**config.mk**
```make
export PLATFORM = sky130hd
export DESIGN_NAME = sram_byte_bridge
export DESIGN_NICKNAME = d
export VERILOG_FILES = /design/src/rtl/sbb_pkg.sv /design/src/rtl/sbb_strobe_sync.sv /design/src/rtl/sbb_addr_reg.sv /design/src/rtl/sbb_access_seq.sv /design/src/rtl/sram_byte_bridge.sv
export SDC_FILE = /design/constraint.sdc
export NUM_CORES = 1
export LEC_CHECK = 0
export BUFFER_PORTS_ARGS = -buffer_cell sky130_fd_sc_hd__buf_2
export CAP_MARGIN = 20
export CORE_ASPECT_RATIO = 1.75
export CORE_UTILIZATION = 50
export DETAILED_ROUTE_END_ITERATION = 8
export PLACE_DENSITY = 0.73
export SLEW_MARGIN = 20
export SYNTH_ARGS = -nofsm -noshare
export SYNTH_HDL_FRONTEND = slang
export SYNTH_SLANG_ARGS = --single-unit
```
**constraint.sdc**
```tcl
create_clock -name clk -period 3 [get_ports clk]
set_input_delay 0.45 -clock clk [delete_from_list [all_inputs] [get_ports clk]]
set_output_delay 0.45 -clock clk [all_outputs]
set_load 0.01 [all_outputs]
```
**src/rtl/sbb_pkg.sv**
```systemverilog
// Shared definitions for the byte-wide SRAM bridge.
// Assumes the 3-bit command encoding that the host firmware uses.
package sbb_pkg;

    typedef enum logic [2:0] {
        CMD_LD_LO  = 3'b000,
        CMD_LD_MID = 3'b001,
        CMD_RD     = 3'b010,
        CMD_RD_UP  = 3'b011,
        CMD_RD_DN  = 3'b100,
        CMD_WR     = 3'b101,
        CMD_WR_UP  = 3'b110,
        CMD_WR_DN  = 3'b111
    } sbb_cmd_e;

    typedef enum logic [2:0] {
        SEQ_IDLE,
        SEQ_RD,
        SEQ_WR_SET,
        SEQ_WR_PULSE,
        SEQ_WR_HOLD
    } sbb_seq_e;

    function automatic logic cmd_is_read(input sbb_cmd_e c);
        return (c == CMD_RD) || (c == CMD_RD_UP) || (c == CMD_RD_DN);
    endfunction

    function automatic logic cmd_is_write(input sbb_cmd_e c);
        return (c == CMD_WR) || (c == CMD_WR_UP) || (c == CMD_WR_DN);
    endfunction

    function automatic logic cmd_steps(input sbb_cmd_e c);
        return (c == CMD_RD_UP) || (c == CMD_RD_DN) ||
               (c == CMD_WR_UP) || (c == CMD_WR_DN);
    endfunction

    function automatic logic cmd_steps_down(input sbb_cmd_e c);
        return (c == CMD_RD_DN) || (c == CMD_WR_DN);
    endfunction

endpackage

```
**src/rtl/sbb_strobe_sync.sv**
```systemverilog
// Synchronises the asynchronous host strobe into clk and finds its rising
// edge. On that edge it captures the command and data byte, which the host
// holds stable while the strobe is high, and issues a one-cycle valid pulse.
module sbb_strobe_sync
    import sbb_pkg::*;
#(
    parameter int DW     = 8,
    parameter int STAGES = 2
) (
    input  logic          clk,
    input  logic          rst_n,
    input  logic          strobe_async,
    input  logic [2:0]    cmd_in,
    input  logic [DW-1:0] data_in,
    output logic          cmd_vld,
    output sbb_cmd_e      cmd_q,
    output logic [DW-1:0] data_q
);

    logic [STAGES:0] chain_q;
    logic            edge_det;

    // Synchroniser chain plus one history stage for edge detection.
    generate
        for (genvar g = 0; g <= STAGES; g++) begin : g_sync
            if (g == 0) begin : g_first
                always_ff @(posedge clk) begin
                    if (!rst_n) chain_q[0] <= 1'b0;
                    else        chain_q[0] <= strobe_async;
                end
            end else begin : g_next
                always_ff @(posedge clk) begin
                    if (!rst_n) chain_q[g] <= 1'b0;
                    else        chain_q[g] <= chain_q[g-1];
                end
            end
        end
    endgenerate

    assign edge_det = chain_q[STAGES-1] & ~chain_q[STAGES];

    // Capture the command and byte on the detected edge and flag them as valid.
    always_ff @(posedge clk) begin
        if (!rst_n) begin
            cmd_vld <= 1'b0;
            cmd_q   <= CMD_LD_LO;
            data_q  <= '0;
        end else begin
            cmd_vld <= edge_det;
            if (edge_det) begin
                cmd_q  <= sbb_cmd_e'(cmd_in);
                data_q <= data_in;
            end
        end
    end

    // one strobe edge never yields two consecutive pulses.
    assert_single_pulse_R2: assert property (@(posedge clk) disable iff (!rst_n)
        edge_det |=> !edge_det);

endmodule

```
**src/rtl/sbb_addr_reg.sv**
```systemverilog
// Address register of the bridge. It takes byte loads (low byte, and the
// middle byte with the top bits cleared) and steps by one after an access,
// wrapping modulo 2^AW. It assumes at most one of load and step per cycle.
module sbb_addr_reg #(
    parameter int AW = 19,
    parameter int DW = 8
) (
    input  logic          clk,
    input  logic          rst_n,
    input  logic          load_lo,
    input  logic          load_mid,
    input  logic [DW-1:0] load_byte,
    input  logic          step,
    input  logic          step_down,
    output logic [AW-1:0] addr_q
);

    localparam int MID_HI = 2 * DW - 1;

    logic [AW-1:0] addr_d;

    // Next address: load, step or hold.
    always_comb begin
        addr_d = addr_q;
        if (load_lo) begin
            addr_d[DW-1:0] = load_byte;
        end else if (load_mid) begin
            addr_d[MID_HI:DW] = load_byte;
            if (AW > 2 * DW) begin
                addr_d[AW-1:MID_HI+1] = '0;
            end
        end else if (step) begin
            addr_d = step_down ? addr_q - AW'(1) : addr_q + AW'(1);
        end
    end

    // Address storage with synchronous reset to zero.
    always_ff @(posedge clk) begin
        if (!rst_n) addr_q <= '0;
        else        addr_q <= addr_d;
    end

    // a low-byte load keeps every bit above the low byte.
    assert_low_load_keeps_R3: assert property (@(posedge clk) disable iff (!rst_n)
        load_lo |=> addr_q[AW-1:DW] == $past(addr_q[AW-1:DW]));

    // a middle-byte load lands the byte and clears the top bits.
    assert_mid_load_clears_R4: assert property (@(posedge clk) disable iff (!rst_n)
        (load_mid && !load_lo) |=> (addr_q[MID_HI:DW] == $past(load_byte)) &&
                                   (addr_q[AW-1:MID_HI+1] == '0));

    // an upward step moves the address by exactly one, with wrap.
    assert_step_up_R8: assert property (@(posedge clk) disable iff (!rst_n)
        (step && !step_down && !load_lo && !load_mid) |=> addr_q == $past(addr_q) + AW'(1));

    // a downward step moves the address back by exactly one, with wrap.
    assert_step_down_R7: assert property (@(posedge clk) disable iff (!rst_n)
        (step && step_down && !load_lo && !load_mid) |=> addr_q == $past(addr_q) - AW'(1));

endmodule

```
**src/rtl/sbb_access_seq.sv**
```systemverilog
// Access sequencer: decodes each accepted command, runs the SRAM read or
// write cycle with registered, glitch-free control outputs, and returns the
// read byte to the host. It assumes the host leaves enough time between
// strobes for a cycle to finish; a command arriving mid-cycle is dropped.
module sbb_access_seq
    import sbb_pkg::*;
#(
    parameter int DW      = 8,
    parameter int RD_WAIT = 2,
    parameter int WR_WAIT = 2
) (
    input  logic          clk,
    input  logic          rst_n,
    input  logic          cmd_vld,
    input  sbb_cmd_e      cmd,
    input  logic [DW-1:0] cmd_byte,
    input  logic [DW-1:0] sram_dq_in,
    output logic          load_lo,
    output logic          load_mid,
    output logic          step,
    output logic          step_down,
    output logic          sram_ce_n,
    output logic          sram_oe_n,
    output logic          sram_we_n,
    output logic [DW-1:0] sram_dq_out,
    output logic          sram_dq_oe,
    output logic [DW-1:0] host_dout,
    output logic          host_dout_en
);

    localparam int MAXW = (RD_WAIT > WR_WAIT) ? RD_WAIT : WR_WAIT;
    localparam int CW   = (MAXW < 2) ? 1 : $clog2(MAXW);
    localparam logic [CW-1:0] RD_LAST = CW'(RD_WAIT - 1);
    localparam logic [CW-1:0] WR_LAST = CW'(WR_WAIT - 1);

    sbb_seq_e      state_q, state_d;
    logic [CW-1:0] cnt_q, cnt_d;
    sbb_cmd_e      op_q;
    logic [DW-1:0] rdata_q;
    logic          accept, rd_done, wr_done;

    assign accept  = cmd_vld && (state_q == SEQ_IDLE);
    assign rd_done = (state_q == SEQ_RD) && (cnt_q == '0);
    assign wr_done = (state_q == SEQ_WR_HOLD);

    assign load_lo   = accept && (cmd == CMD_LD_LO);
    assign load_mid  = accept && (cmd == CMD_LD_MID);
    assign step      = (rd_done || wr_done) && cmd_steps(op_q);
    assign step_down = cmd_steps_down(op_q);

    // Next state and wait counter of the access cycle.
    always_comb begin
        state_d = state_q;
        cnt_d   = cnt_q;
        unique case (state_q)
            SEQ_IDLE: begin
                if (accept && cmd_is_read(cmd)) begin
                    state_d = SEQ_RD;
                    cnt_d   = RD_LAST;
                end else if (accept && cmd_is_write(cmd)) begin
                    state_d = SEQ_WR_SET;
                end
            end
            SEQ_RD: begin
                if (cnt_q == '0) state_d = SEQ_IDLE;
                else             cnt_d   = cnt_q - CW'(1);
            end
            SEQ_WR_SET: begin
                state_d = SEQ_WR_PULSE;
                cnt_d   = WR_LAST;
            end
            SEQ_WR_PULSE: begin
                if (cnt_q == '0) state_d = SEQ_WR_HOLD;
                else             cnt_d   = cnt_q - CW'(1);
            end
            SEQ_WR_HOLD: state_d = SEQ_IDLE;
            default:     state_d = SEQ_IDLE;
        endcase
    end

    // State, counter and the registered SRAM controls that follow it.
    always_ff @(posedge clk) begin
        if (!rst_n) begin
            state_q    <= SEQ_IDLE;
            cnt_q      <= '0;
            sram_ce_n  <= 1'b1;
            sram_oe_n  <= 1'b1;
            sram_we_n  <= 1'b1;
            sram_dq_oe <= 1'b0;
        end else begin
            state_q    <= state_d;
            cnt_q      <= cnt_d;
            sram_ce_n  <= (state_d == SEQ_IDLE);
            sram_oe_n  <= (state_d != SEQ_RD);
            sram_we_n  <= (state_d != SEQ_WR_PULSE);
            sram_dq_oe <= (state_d == SEQ_WR_SET) || (state_d == SEQ_WR_PULSE) ||
                          (state_d == SEQ_WR_HOLD);
        end
    end

    // Latch the operation and the write byte of an accepted command.
    always_ff @(posedge clk) begin
        if (!rst_n) begin
            op_q        <= CMD_LD_LO;
            sram_dq_out <= '0;
        end else if (accept) begin
            op_q        <= cmd;
            sram_dq_out <= cmd_byte;
        end
    end

    // Read result register and host pad enable.
    always_ff @(posedge clk) begin
        if (!rst_n) begin
            rdata_q      <= '0;
            host_dout_en <= 1'b0;
        end else if (rd_done) begin
            rdata_q      <= sram_dq_in;
            host_dout_en <= 1'b1;
        end else if (accept) begin
            host_dout_en <= 1'b0;
        end
    end

    assign host_dout = rdata_q;

    // the write strobe only falls into a selected, driven, non-reading cycle.
    assert_we_exclusive_R10: assert property (@(posedge clk) disable iff (!rst_n)
        !sram_we_n |-> (!sram_ce_n && sram_oe_n && sram_dq_oe));

    // the data pads stay driven in the cycle where the write strobe ends.
    assert_we_release_R10: assert property (@(posedge clk) disable iff (!rst_n)
        $rose(sram_we_n) |-> sram_dq_oe);

    // the SRAM only drives the bus while the bridge is not driving it.
    assert_oe_exclusive_R12: assert property (@(posedge clk) disable iff (!rst_n)
        !sram_oe_n |-> (!sram_ce_n && !sram_dq_oe));

    // the host pads are never driven during an SRAM access.
    assert_host_drive_idle_R9: assert property (@(posedge clk) disable iff (!rst_n)
        host_dout_en |-> (sram_oe_n && sram_we_n && !sram_dq_oe));

endmodule

```
**src/rtl/sram_byte_bridge.sv**
```systemverilog
// Top of the byte-wide paged SRAM bridge: strobe synchroniser, access
// sequencer and address register. Pad tristates sit outside this block and
// are steered by host_dout_en and sram_dq_oe.
module sram_byte_bridge
    import sbb_pkg::*;
#(
    parameter int AW          = 19,
    parameter int DW          = 8,
    parameter int SYNC_STAGES = 2,
    parameter int RD_WAIT     = 2,
    parameter int WR_WAIT     = 2
) (
    input  logic          clk,
    input  logic          rst_n,
    input  logic          host_strobe,
    input  logic [2:0]    host_cmd,
    input  logic [DW-1:0] host_din,
    output logic [DW-1:0] host_dout,
    output logic          host_dout_en,
    output logic [AW-1:0] sram_addr,
    output logic          sram_ce_n,
    output logic          sram_oe_n,
    output logic          sram_we_n,
    input  logic [DW-1:0] sram_dq_in,
    output logic [DW-1:0] sram_dq_out,
    output logic          sram_dq_oe
);

    logic          cmd_vld;
    sbb_cmd_e      cmd_q;
    logic [DW-1:0] byte_q;
    logic          load_lo, load_mid, step, step_down;

    sbb_strobe_sync #(.DW(DW), .STAGES(SYNC_STAGES)) sync_i (
        .clk          (clk),
        .rst_n        (rst_n),
        .strobe_async (host_strobe),
        .cmd_in       (host_cmd),
        .data_in      (host_din),
        .cmd_vld      (cmd_vld),
        .cmd_q        (cmd_q),
        .data_q       (byte_q)
    );

    sbb_access_seq #(.DW(DW), .RD_WAIT(RD_WAIT), .WR_WAIT(WR_WAIT)) seq_i (
        .clk          (clk),
        .rst_n        (rst_n),
        .cmd_vld      (cmd_vld),
        .cmd          (cmd_q),
        .cmd_byte     (byte_q),
        .sram_dq_in   (sram_dq_in),
        .load_lo      (load_lo),
        .load_mid     (load_mid),
        .step         (step),
        .step_down    (step_down),
        .sram_ce_n    (sram_ce_n),
        .sram_oe_n    (sram_oe_n),
        .sram_we_n    (sram_we_n),
        .sram_dq_out  (sram_dq_out),
        .sram_dq_oe   (sram_dq_oe),
        .host_dout    (host_dout),
        .host_dout_en (host_dout_en)
    );

    sbb_addr_reg #(.AW(AW), .DW(DW)) addr_i (
        .clk       (clk),
        .rst_n     (rst_n),
        .load_lo   (load_lo),
        .load_mid  (load_mid),
        .load_byte (byte_q),
        .step      (step),
        .step_down (step_down),
        .addr_q    (sram_addr)
    );

    // address and write data are settled when the write strobe falls.
    assert_we_setup_R10: assert property (@(posedge clk) disable iff (!rst_n)
        $fell(sram_we_n) |-> ($stable(sram_addr) && $stable(sram_dq_out)));

    // the bridge never drives both ends of the data path at once.
    assert_pads_disjoint_R11: assert property (@(posedge clk) disable iff (!rst_n)
        !(host_dout_en && sram_dq_oe));

endmodule

```
* Word-level counts from Yosys, hierarchy flattened
Cells that the tools add are included.
Storage, ports and cells: bits in registers 62, bits of input ports 22, output and inout bits 40, word-level logic and storage cells 91
Cells by class: add/subtract/negate cells 3, equal/unequal tests 22, mux-type cells 15, bitwise logic cells 4, reduce and logical (&&, ||, !) cells 29
Operators by type and width (count):
- $mux W19 | 2
- $eq A3 B3 Y1 const B | 9
- $eq A3 B2 Y1 const B | 7
- $add A19 B1 Y19 const B | 1
- $sub A19 B1 Y19 const B | 1
- $mux W8 | 2
- $mux W3 | 4
- $pmux W3 S4 | 1
- $logic_or A1 B1 Y1 | 11
- $mux W11 | 1
- $logic_not A3 Y1 | 3
- $logic_and A1 B1 Y1 | 7
- $eq A3 B1 Y1 const B | 2
- $reduce_and A2 Y1 | 3
- $reduce_bool A2 Y1 | 3
- $mux W1 | 4
- $ne A3 B1 Y1 const B | 1
- $ne A3 B2 Y1 const B | 1
- $not A1 Y1 | 3
- $pmux W1 S3 | 1
- $reduce_bool A3 Y1 | 1
- $ne A2 B1 Y1 const B | 1
- $ne A2 B2 Y1 const B | 1
- $reduce_or A2 Y1 | 1
- other kinds (2) | 2

* Depth between registers and ports, before layout
word-level depth 10, mapped depth 12, gate-level depth less buffers 10

* By module
A second synthesis with hierarchy kept.
Second synthesis, totals: cell total of the unflattened synthesis 433, area, all modules 3589.7 um^2
Modules (own cells, without submodules):
- sbb_addr_reg | instances 1, cells an instance 247, area each 1884.3 um^2, sequential area each 380.4 um^2
- sbb_access_seq | instances 1, cells an instance 129, area each 1127.3 um^2, sequential area each 560.5 um^2
- sbb_strobe_sync | instances 1, cells an instance 57, area each 578.1 um^2, sequential area each 300.3 um^2

* Worst setup path before layout
OpenSTA, ideal clock, no wires.
path kind register to register, start reg seq_i.op_q[0], end reg addr_i.addr_q[18], setup time 0.126 ns, data arrival time 2.448 ns, required time 2.874 ns, setup slack 0.426 ns, cell stages (with the launch flop) 12, path buffers 1, period minus slack after synthesis 2.574 ns, path through dfxtp_1 xnor2_1 and2_0 buf_2 ha_1 a31oi_1 a31oi_2 o211ai_2 or3_4 mux2i_1 a311oi_1 a21oi_1
Between the ends: word-level cells in the longest chain between the ends 7, elaborated cells between the ends (all ways) 14, classes of those cells 4 x eq/ne; 3 x mux; 7 x reduce/logical
Ends and longest elaborated chain:
- from (decl) | RTL line sbb_access_seq.sv:38 | sbb_cmd_e op_q;
- from (signal assigned) | RTL line sbb_access_seq.sv:107 | op_q <= cmd;
- $eq A3 B2 Y1 / $eq A3 B3 Y1 (equally long branches) | RTL line sbb_pkg.sv:33, sbb_pkg.sv:38
- $logic_or A1 B1 Y1 (2 in series) | RTL line sbb_pkg.sv:33 | return (c == CMD_RD_UP) || (c == CMD_RD_DN) ||
- $logic_or A1 B1 Y1 | RTL line sbb_pkg.sv:34 | (c == CMD_WR_UP) || (c == CMD_WR_DN);
- $logic_and A1 B1 Y1 | RTL line sbb_access_seq.sv:48 | assign step = (rd_done || wr_done) && cmd_steps(op_q);
- $reduce_bool A2 Y1 (no source line)
- $reduce_and A2 Y1 (no source line)
- to (signal assigned) | RTL line sbb_addr_reg.sv:40 | else addr_q <= addr_d;
- to (decl) | RTL line sbb_addr_reg.sv:15 | output logic [AW-1:0] addr_q
Several ways; a longest one is shown, not always the timed one. The select of a mux whose other input is x is not followed. A chain may end at the register's enable or synchronous reset.

* Final worst setup path
start reg seq_i.op_q[0], end reg addr_i.addr_q[16]
The elaborated chain is that of the path after synthesis.

==> impl_metrics.tcl <==
set metrics [dict create \
    start_util_pct 52.1 \
    min_period_ns 2.80 \
    layout.nets 502 \
    vias 3062 \
    hold-path-cell-count 2 \
    worstHoldEndpoint "sync_i.chain_q[0]" \
    r2r_cells 11 \
    postCtsSetupRepairBufs 0 \
    min-delay-start "host_strobe" \
    io_pins 62 \
    final_core_util_pct 61.5 \
    place_area_um2 3620 \
    drt_first_pass_iters 4 \
    ys_warn_count 0 \
    final_common_cell "nand2_1" \
    final.period_utilization_pct 93.3 \
    regToRegEndpoint "addr_i.addr_q[16]" \
    clk_latency_ns 0.34 \
    ys_types 62 \
    rows 38 \
    fmax_mhz 357 \
    grt_antenna_before_repair 0 \
    io_buffer_count 61 \
    design.die.area_um2 6880 \
    cts_resized 0 \
    first_global_vias 2868 \
    place.gp.congestion 0.904 \
    hold_viol 0 \
    seq_power_share_pct 49.6 \
    cts.sinks 62 \
    grt_max_degree 46 \
    async_reset_ff_share_pct 0 \
    fp.coreArea_um2 6280 \
    crit_arrival_ns 3.00 \
    final_cell_mix "90 x nand2_1, 62 x dfxtp_1, 61 x buf_2" \
    fin_area_um2 3860 \
    synth_edf_count 0 \
    clockRootBuffer "clkbuf_8" \
    avgSynthCellArea_um2 8.11 \
    syn-cell-area_um2 3270 \
    grt_pass1_wl_um 13200 \
    die_h_um 109 \
    clock_path_buffers 2 \
    crit_path_max_fanout 14 \
    tritoncts "done" \
    internal_power_w 0.00134 \
    setup.worst_path.end_class "flip-flop" \
    tightest_slew_ns 0.768 \
    place_hpwl_um 6010 \
    layout-drive-gt1-share_pct 20.4 \
    postRouteAntennaNets 0 \
    seqCellArea_um2 1240 \
    ys.flop_type "dfxtp_1" \
    pwr_density_cell_nw_per_um2 443 \
    criticalPathCategory "flip-flop to flip-flop" \
    numCtsBuffers 9 \
    fin_tns_setup_ns 0 \
    critPathLaunchType "flip-flop" \
    chipWidth_um 63.1 \
    fill_cells 581 \
    ys_ff_latch 62 \
    drc 0 \
    syn_inst 403 \
    ctsHoldBuffers 0 \
    h-tree-depth 3 \
    synth-seq-area-share_pct 38.0 \
    outcome "finished clean" \
    ff2ff_setup_slack_ns 0.20 \
    track_usage_pct 24.8 \
    drv_slew 0 \
    power.leakage_nw 1.67 \
    finalSetupViolCount 0 \
    num_antenna_cells 0 \
    drt-total-wl_um 8170 \
    skew_ns 0.00787 \
    multi_input_area_um2 1940 \
    worst_ep_required_time_ns 3.20 \
    grt_overflow 0 \
    wl_per_cell_um 15.0 \
    ir_drop_mv 0.239 \
    rsz0062_at_grt "false" \
    p_switching_w 0.000375 \
    comb_power_share_pct 4.4 \
    cap_violations 0 \
    syn-num-nets 444 \
    clk_transition_reported_paths_ns 0.07 \
    slew_headroom_pct 48.8 \
    swShare_pct 21.9 \
    worstHoldPathType "input pin to flip-flop" \
    post_drt_via_cell_ratio 5.61 \
    syn_to_final_growth_pct 18.1 \
    drt-initial-drc-count 182 \
    worstReg2RegStart "seq_i.op_q[0]" \
    clkPwrFrac_pct 46.0 \
]
-- power groups by stage --
stage | clock network (W) | registers [W] | logic (W)
finish | 0.000788 | 0.000849 | 0.0000750
global route | 0.000830 | 0.000850 | 0.0000840
CTS | 0.000791 | 0.000849 | 0.0000755
detailed placement | 0 | 0.000867 | 0.0000752
global placement | 0 | 0.000867 | 0.0000736
floorplan | 0 | 0.000865 | 0.0000455
-- metal layers --
metal,vias to the layer above,track usage [%],part of all wire (%)
met5,-,0,0
met4,0,11.1,2.4
met3,15,3.97,2.9
met2,67,46.9,53
met1,1434,26.6,41
li1,1546,-,-
-- area by class of cell --
type                            count  share of cell area [%]
Clock buffer                       13                    4.64
Clock inverter                      3                    1.04
Inverter                            4                   0.389
Multi-Input combinational cell    318                    50.3
Sequential cell                    62                    32.2
Tap cell                           80                    2.59
Timing Repair Buffer               66                    8.88
-- how the worst max path moves through the flow --
stage	cells after the start	endpoint	from
after floorplan	11	addr_i.addr_q[18]	seq_i.op_q[0]
after global placement	11	addr_i.addr_q[18]	seq_i.op_q[0]
after detailed placement	11	addr_i.addr_q[18]	seq_i.op_q[0]
after CTS	11	addr_i.addr_q[18]	seq_i.op_q[0]
after global routing	12	addr_i.addr_q[18]	seq_i.op_q[0]
final	11	addr_i.addr_q[16]	seq_i.op_q[0]
-- cells in the mapped netlist (3+ instances only) --
cell / number / area share [%]
a211oi_1: 4 / 0.92
a21oi_1: 54 / 8.3
a311oi_1: 6 / 1.6
a31oi_1: 5 / 0.96
and2_1: 4 / 0.77
and3_1: 5 / 0.96
buf_2: 4 / 0.61
clkbuf_1: 11 / 1.3
dfxtp_1: 62 / 38
ha_1: 18 / 6.9
inv_1: 3 / 0.34
mux2i_1: 5 / 1.5
nand2_1: 90 / 10
nand2b_1: 8 / 1.5
nand3_1: 16 / 2.4
nand3b_1: 3 / 0.69
nor2_1: 21 / 2.4
nor2b_1: 3 / 0.57
nor3_1: 3 / 0.46
o21ai_0: 13 / 2.0
o221ai_1: 3 / 0.80
or3_1: 4 / 0.77
xnor2_1: 7 / 1.9
xor2_1: 6 / 1.6
-- kinds of logic after synthesis --
family / after synthesis / share of synthesized area (%)
AO/OA/AOI/OAI: 112 / 22.2
XOR/XNOR: 13 / 3.48
adder cells (fa/ha/maj): 19 / 7.50
buffers and inverters: 23 / 3.29
flip-flops: 62 / 38.0
multiplexers: 6 / 1.88
AND/OR/NAND/NOR: 168 / 23.7
-- critical path, stage by stage (launching register included) --
cell and delay [ns]:
dfxtp_1 0.38, xnor2_1 0.09, and2_0 0.15, buf_4 0.19
ha_1 0.35, a211oi_1 0.41, a21oi_4 0.13, o211ai_2 0.27
a211oi_1 0.15, nor3_1 0.24, xor2_1 0.20, o31ai_1 0.08
-- sequential cells by signal (all words and copies together), names as in the netlist --
name and cells:
addr_i.addr_q 19, seq_i.host_dout 8, seq_i.sram_dq_out 8, sync_i.data_q 8
seq_i.op_q 3, seq_i.state_q 3, sync_i.chain_q 3, sync_i.cmd_q 3
seq_i.cnt_q 1, seq_i.host_dout_en 1, seq_i.sram_ce_n 1, seq_i.sram_dq_oe 1
seq_i.sram_oe_n 1, seq_i.sram_we_n 1, sync_i.cmd_vld 1
-- stage by stage --
stage	setup WS, ns	hold slack (ns)	power [W]	cells
floorplan	0.426	0.406	0.000910	403
detailed placement	0.238	0.432	0.000943	530
global route	0.0126	0.348	0.00176	546
global placement	0.316	0.416	0.000941	530
CTS	0.212	0.316	0.00172	546
finish	0.201	0.319	0.00171	546
Note: power is estimated with default switching activity, not from simulation.
